==> src/rtl/gcr_pkg.sv <==
package gcr_pkg;

    localparam int unsigned BYTE_W = 8;
    localparam int unsigned GID_W  = 2;

    localparam logic [BYTE_W-1:0] ADDR_BCAST_WR = 8'h00;
    localparam logic [BYTE_W-1:0] CMD_RESET     = 8'h06;
    localparam logic [BYTE_W-1:0] CMD_PROG      = 8'h04;

    typedef enum logic [1:0] {
        SEQ_ADDR   = 2'd0,
        SEQ_GCDATA = 2'd1,
        SEQ_SKIP   = 2'd2
    } seq_t;

    typedef enum logic [GID_W-1:0] {
        GID_NONE  = 2'b00,
        GID_RESET = 2'b01,
        GID_PROG  = 2'b10,
        GID_HW    = 2'b11
    } gid_t;

    typedef struct packed {
        logic vld;
        gid_t id;
        logic reset_cmd;
    } gc_evt_t;

    function automatic gid_t classify(input logic [BYTE_W-1:0] b,
                                      input logic              hw_ok,
                                      input logic [BYTE_W-1:0] alt);
        gid_t r;
        if (b == CMD_RESET)           r = GID_RESET;
        else if (b == CMD_PROG)       r = GID_PROG;
        else if (hw_ok && (b == alt)) r = GID_HW;
        else                          r = GID_NONE;
        return r;
    endfunction

endpackage

==> src/rtl/gcr_seq.sv <==
module gcr_seq
    import gcr_pkg::*;
(
    input  logic              clk,
    input  logic              rst,
    input  logic              start_stb,
    input  logic              stop_stb,
    input  logic              byte_stb,
    input  logic [BYTE_W-1:0] byte_data,
    input  logic              slave_en,
    input  logic              gcall_en,
    input  logic              hwcall_en,
    input  logic [BYTE_W-1:0] alt_id,
    output logic              ack_vld,
    output logic              ack,
    output logic              soft_rst,
    output gc_evt_t           evt
);

    seq_t st;
    logic take;

    assign take = byte_stb & ~start_stb & ~stop_stb;

    always_comb begin
        evt.vld       = take & slave_en & (st == SEQ_GCDATA);
        evt.id        = classify(byte_data, hwcall_en & gcall_en, alt_id);
        evt.reset_cmd = (byte_data == CMD_RESET);
    end

    always_ff @(posedge clk) begin
        if (rst) begin
            st       <= SEQ_ADDR;
            ack_vld  <= 1'b0;
            ack      <= 1'b0;
            soft_rst <= 1'b0;
        end else begin
            ack_vld  <= take;
            ack      <= 1'b0;
            soft_rst <= 1'b0;
            if (start_stb || stop_stb || !slave_en) begin
                st <= SEQ_ADDR;
            end else if (take) begin
                case (st)
                    SEQ_ADDR: begin
                        if (byte_data == ADDR_BCAST_WR && gcall_en) begin
                            ack <= 1'b1;
                            st  <= SEQ_GCDATA;
                        end else begin
                            st  <= SEQ_SKIP;
                        end
                    end
                    SEQ_GCDATA: begin
                        ack <= 1'b1;
                        if (evt.reset_cmd) begin
                            soft_rst <= 1'b1;
                            st       <= SEQ_ADDR;
                        end else begin
                            st       <= SEQ_SKIP;
                        end
                    end
                    default: st <= SEQ_SKIP;
                endcase
            end
        end
    end

    // reset request lasts one cycle
    a_r4_srst_pulse: assert property (@(posedge clk) disable iff (rst)
        soft_rst |=> !soft_rst);

    // reset request only follows a received 0x06
    a_r4_srst_cause: assert property (@(posedge clk) disable iff (rst)
        soft_rst |-> ($past(byte_stb) && $past(byte_data) == CMD_RESET));

    // no acknowledge unless the target was enabled
    a_r10_ack_needs_en: assert property (@(posedge clk) disable iff (rst)
        ack |-> $past(slave_en));

endmodule

==> src/rtl/gcr_status.sv <==
module gcr_status
    import gcr_pkg::*;
(
    input  logic    clk,
    input  logic    rst,
    input  gc_evt_t evt,
    input  logic    stat_clr,
    output logic    gc_stat,
    output gid_t    gc_id,
    output logic    irq
);

    always_ff @(posedge clk) begin
        if (rst) begin
            gc_stat <= 1'b0;
            gc_id   <= GID_NONE;
        end else if (evt.vld) begin
            gc_stat <= 1'b1;
            gc_id   <= evt.id;
        end else if (stat_clr) begin
            gc_stat <= 1'b0;
            gc_id   <= GID_NONE;
        end
    end

    assign irq = gc_stat;

    // clear without a new event empties status and code
    a_r8_clear: assert property (@(posedge clk) disable iff (rst)
        (stat_clr && !evt.vld) |=> (!gc_stat && gc_id == GID_NONE));

    // status is sticky while nothing touches it
    a_r8_sticky: assert property (@(posedge clk) disable iff (rst)
        (!evt.vld && !stat_clr) |=> ($stable(gc_stat) && $stable(gc_id)));

    // status only rises on a classified byte
    a_r7_rise_cause: assert property (@(posedge clk) disable iff (rst)
        $rose(gc_stat) |-> $past(evt.vld));

endmodule

==> src/rtl/gcall_recognizer.sv <==
module gcall_recognizer
    import gcr_pkg::*;
(
    input  logic              clk,
    input  logic              rst,
    input  logic              start_stb,
    input  logic              stop_stb,
    input  logic              byte_stb,
    input  logic [BYTE_W-1:0] byte_data,
    input  logic              slave_en,
    input  logic              gcall_en,
    input  logic              hwcall_en,
    input  logic [BYTE_W-1:0] alt_id,
    input  logic              stat_clr,
    output logic              ack_vld,
    output logic              ack,
    output logic              soft_rst,
    output logic              gc_stat,
    output logic [GID_W-1:0]  gc_id,
    output logic              irq
);

    gc_evt_t evt;
    gid_t    id_q;

    gcr_seq u_seq (
        .clk       (clk),
        .rst       (rst),
        .start_stb (start_stb),
        .stop_stb  (stop_stb),
        .byte_stb  (byte_stb),
        .byte_data (byte_data),
        .slave_en  (slave_en),
        .gcall_en  (gcall_en),
        .hwcall_en (hwcall_en),
        .alt_id    (alt_id),
        .ack_vld   (ack_vld),
        .ack       (ack),
        .soft_rst  (soft_rst),
        .evt       (evt)
    );

    gcr_status u_status (
        .clk      (clk),
        .rst      (rst),
        .evt      (evt),
        .stat_clr (stat_clr),
        .gc_stat  (gc_stat),
        .gc_id    (id_q),
        .irq      (irq)
    );

    assign gc_id = id_q;

    // a decision is only driven alongside its valid flag
    a_r12_ack_qualified: assert property (@(posedge clk) disable iff (rst)
        ack |-> ack_vld);

    // a reset request is always reported in the status
    a_r4_srst_status: assert property (@(posedge clk) disable iff (rst)
        soft_rst |-> (gc_stat && gc_id == 2'b01));

endmodule

==> config.mk <==
export PLATFORM = sky130hd
export DESIGN_NAME = gcall_recognizer
export DESIGN_NICKNAME = d
export VERILOG_FILES = /design/src/rtl/gcr_pkg.sv /design/src/rtl/gcr_seq.sv /design/src/rtl/gcr_status.sv /design/src/rtl/gcall_recognizer.sv
export SDC_FILE = /design/constraint.sdc
export NUM_CORES = 1
export LEC_CHECK = 0
export BUFFER_PORTS_ARGS = -buffer_cell sky130_fd_sc_hd__buf_2
export CAP_MARGIN = 20
export CORE_MARGIN = 1.5
export CORE_UTILIZATION = 35
export DETAILED_ROUTE_END_ITERATION = 10
export GPL_TIMING_DRIVEN = 0
export PLACE_DENSITY = 0.83
export SETUP_SLACK_MARGIN = 0.15
export SLEW_MARGIN = 20
export SYNTH_ARGS = -nofsm -noshare
export SYNTH_HDL_FRONTEND = slang
export SYNTH_SLANG_ARGS = --single-unit
==> constraint.sdc <==
create_clock -name clk -period 1.55 [get_ports clk]
set_input_delay 0 -clock clk [delete_from_list [all_inputs] [get_ports clk]]
set_output_delay 0 -clock clk [all_outputs]
set_load 0.005 [all_outputs]
==> impl_metrics.sql <==
INSERT INTO impl_metrics (metric_group, metric, value, unit) VALUES
('min_path', 'min-delay-start', 'byte_stb', ''),
('pwr', 'internal-power', '345', 'uW'),
('setup_path', 'worstPathRequired', '1700', 'ps'),
('setup_path', 'rr_endpoint', 'u_seq.st[0]', ''),
('yosys', 'synth.lib_cells_used.distinct', '22', ''),
('drt', 'route.vias.total', '565', ''),
('yosys', 'yosysWarningCount', '0', ''),
('timing', 'worst-slew-pin-transition', '220', 'ps'),
('floorplan', 'num_rows', '13', ''),
('outcome', 'status', 'completed', ''),
('timing', 'timing.final.max_slew_violations', '0', ''),
('cts', 'cts-root-to-sink-buffers', '2', ''),
('global_route', 'grt_use_met2', '27.0', '%'),
('global_route', 'use_met1', '15.8', '%'),
('final_layout', 'nNetsFinal', '121', ''),
('timing', 'finalClockSkew', '3.77', 'ps'),
('setup_path', 'timing.critical_path.arrival', '1540', 'ps'),
('timing', 'slew_headroom', '85.3', '%'),
('setup_path', 'r2r_cells', '4', ''),
('yosys', 'netlist.top_cell.by_area', 'sky130_fd_sc_hd__dfxtp_1', ''),
('yosys', 'avgSynthCellArea', '8.56', 'um^2'),
('pwr', 'portion_of_total_power_attributed_to_the_clock_network', '34.6', '%'),
('timing', 'maxClockFrequency', '0.718', 'GHz'),
('global_route', 'antenna_violations_before_repair', '0', ''),
('drt', 'avgRoutedWirePerCell', '10.4', 'um'),
('cts', 'cts_htree_levels', '1', ''),
('cts', 'clk_transition_reported_paths', '50', 'ps'),
('setup_path', 'worst_setup_path_start_kind', 'input pin', ''),
('yosys', 'syn-num-nets', '82', ''),
('min_path', 'worstHoldEndpoint', 'u_seq.st[1]', ''),
('drt', 'via_per_inst', '5.18', ''),
('pwr', 'vdd.ir_drop.worst', '0.300', 'mV'),
('setup_path', 'worstReg2RegStart', 'u_seq.st[1]', ''),
('pwr', 'cellPowerDensity', '612', 'nW/um^2'),
('floorplan', 'die_area', '1630', 'um^2'),
('final_layout', 'antenna_cells_inserted', '0', ''),
('yosys', 'synth.ff_latch_count', '8', ''),
('drt', 'drt-initial-drc-count', '13', ''),
('global_route', 'groute.usage.overall', '15.6', '%'),
('timing', 'setup-violations-final', '0', ''),
('setup_path', 'ff2ff_setup_slack', '160', 'ps'),
('drt', 'drtAntennaViolNets', '0', ''),
('pwr', 'power.combinational.fraction', '20.1', '%'),
('global_route', 'global_routing_s_busiest_layer', 'met2', ''),
('floorplan', 'core_area', '1300', 'um^2'),
('yosys', 'yosys_top_cell_area_share', '32.8', '%'),
('job', 'cap_viol_max_count', '0', ''),
('yosys', 'seq_area_frac_synth', '32.8', '%'),
('pwr', 'power.switching_fraction', '24.2', '%'),
('timing', 'hold_viol_final', '0', ''),
('floorplan', 'die-width', '40.3', 'um'),
('timing', 'fin_ws', '158', 'ps'),
('pwr', 'leakage_power_figure', '0.332', 'nW'),
('yosys', 'ys_top_cells_by_count', '8 x sky130_fd_sc_hd__dfxtp_1, 8 x sky130_fd_sc_hd__nor2_1, 8 x sky130_fd_sc_hd__xnor2_1, 6 x sky130_fd_sc_hd__nand3_1, 5 x sky130_fd_sc_hd__a21oi_1', ''),
('final_layout', 'fillerInstances', '130', ''),
('yosys', 'synth-edff-count', '0', ''),
('global_route', 'grt_first_pass_wirelength', '1.61', 'mm'),
('final_layout', 'area_delta_synth_final', '52.6', '%'),
('timing', 'rsz_0062_raised_after_global_routing', 'true', ''),
('timing', 'fin_setup_tns', '0', 'ps'),
('yosys', 'instance_count_of_the_mapped_netlist', '57', ''),
('min_path', 'hold-path-cell-count', '3', ''),
('global_route', 'grt-ovfl-total', '0', ''),
('cts', 'clock-sinks', '8', ''),
('timing', 'clock_period_minus_worst_slack', '1390', 'ps'),
('final_layout', 'ratio_of_cells_with_drive_above_1_in_the_final_layout', '48.9', '%'),
('cts', 'clockRootBuffer', 'sky130_fd_sc_hd__clkbuf_4', ''),
('yosys', 'synthesis.area', '488', 'um^2'),
('yosys', 'synth-main-ff-cell', 'sky130_fd_sc_hd__dfxtp_1', ''),
('drt', 'drt_wl_total', '1.13', 'mm'),
('drt', 'drc', '0', '');
==> repair_timing <==
action,CTS,global route
hold buffers,1,0
setup endpoints to repair,2,5
pin swaps,1,6
setup buffers,0,2
gates resized for setup,3,3
endpoints found under the hold margin,4,0
==> critical path, cell delays in order <==
cell	delay [ps]
sky130_fd_sc_hd__buf_6	90
sky130_fd_sc_hd__or4_4	540
sky130_fd_sc_hd__or4b_4	550
sky130_fd_sc_hd__nor4b_4	150
sky130_fd_sc_hd__o21bai_1	130
sky130_fd_sc_hd__a21oi_1	70
==> kinds of logic after synthesis <==
| logic type | synth area share, % |
|---|---|
| muxes | 2.05 |
| buffers and inverters | 1.54 |
| xor gates and xnor gates | 14.4 |
| DFF | 32.8 |
| AOI/OAI and AO/OA | 8.46 |
| and+or+nand+nor | 40.8 |
==> power groups by stage <==
stage	clock, mW	combinational, mW	sequential, mW
floorplan	0	0.0361	0.212
global placement	0	0.0803	0.212
detailed placement	0	0.0827	0.212
CTS	0.162	0.0859	0.206
global route	0.171	0.0998	0.206
finish	0.158	0.0917	0.206
==> registers in the layout, summed over array words and instances (netlist names) <==
name,flops
u_status.gc_stat,1
u_seq.soft_rst,1
u_seq.st,2
u_seq.ack,1
u_seq.ack_vld,1
u_status.gc_id,2
==> per-layer routing <==
metal	wire [um]	part of all wire, %
met2	549	48
met4	37	3.3
met1	427	38
met5	0	0
met3	117	10
==> placed cells by master, fill, tap and decap left out, drive strengths merged <==
master,instances
or3b,1
xnor2,8
dfxtp,8
nand3,6
nand4,1
nor4b,1
dlygate4sd3,1
nor2,8
o21bai,1
mux2i,1
nand2b,2
a21oi,5
nor4,1
o31a,1
nor3,1
nor2b,2
nand3b,1
or4b,1
nand2,4
clkbuf,3
buf,34
or4,3
==> area by class of cell <==
cell class	count	area, um^2	area share [%]
Buffer	1	7.51	1.01
Clock buffer	3	22.5	3.03
Multi-Input combinational cell	48	345	46.4
Sequential cell	8	164	22.0
Tap cell	15	18.8	2.52
Timing Repair Buffer	34	186	25.0
==> stage by stage <==
| step | instance area (um^2) | total power [mW] | utilization, % | hold WS [ps] |
|---|---|---|---|---|
| final | 744 | 0.455 | 57.2 | 19.1 |
| after global routing | 744 | 0.477 | 57.2 | 29.9 |
| after CTS | 711 | 0.454 | 54.6 | 16.7 |
| after detailed placement | 667 | 0.295 | 51.2 | 233 |
| after global placement | 667 | 0.292 | 51.2 | 231 |
| after floorplan | 493 | 0.248 | - | 69.1 |
==> worst max path at each step <==
stage | from | to | slack [ps] | cells past startpoint
2_1_floorplan | byte_data[4] | u_status.gc_id[1] | 70 | 5
3_3_place_gp | byte_data[4] | u_status.gc_id[1] | -110 | 6
3_5_place_dp | byte_data[4] | u_status.gc_id[1] | -120 | 6
4_1_cts | byte_data[4] | u_status.gc_id[1] | 140 | 6
5_1_grt | u_seq.st[1] | u_seq.st[0] | 110 | 4
6_report | byte_data[6] | u_status.gc_id[1] | 160 | 6
(Power assumes the default switching activity.)
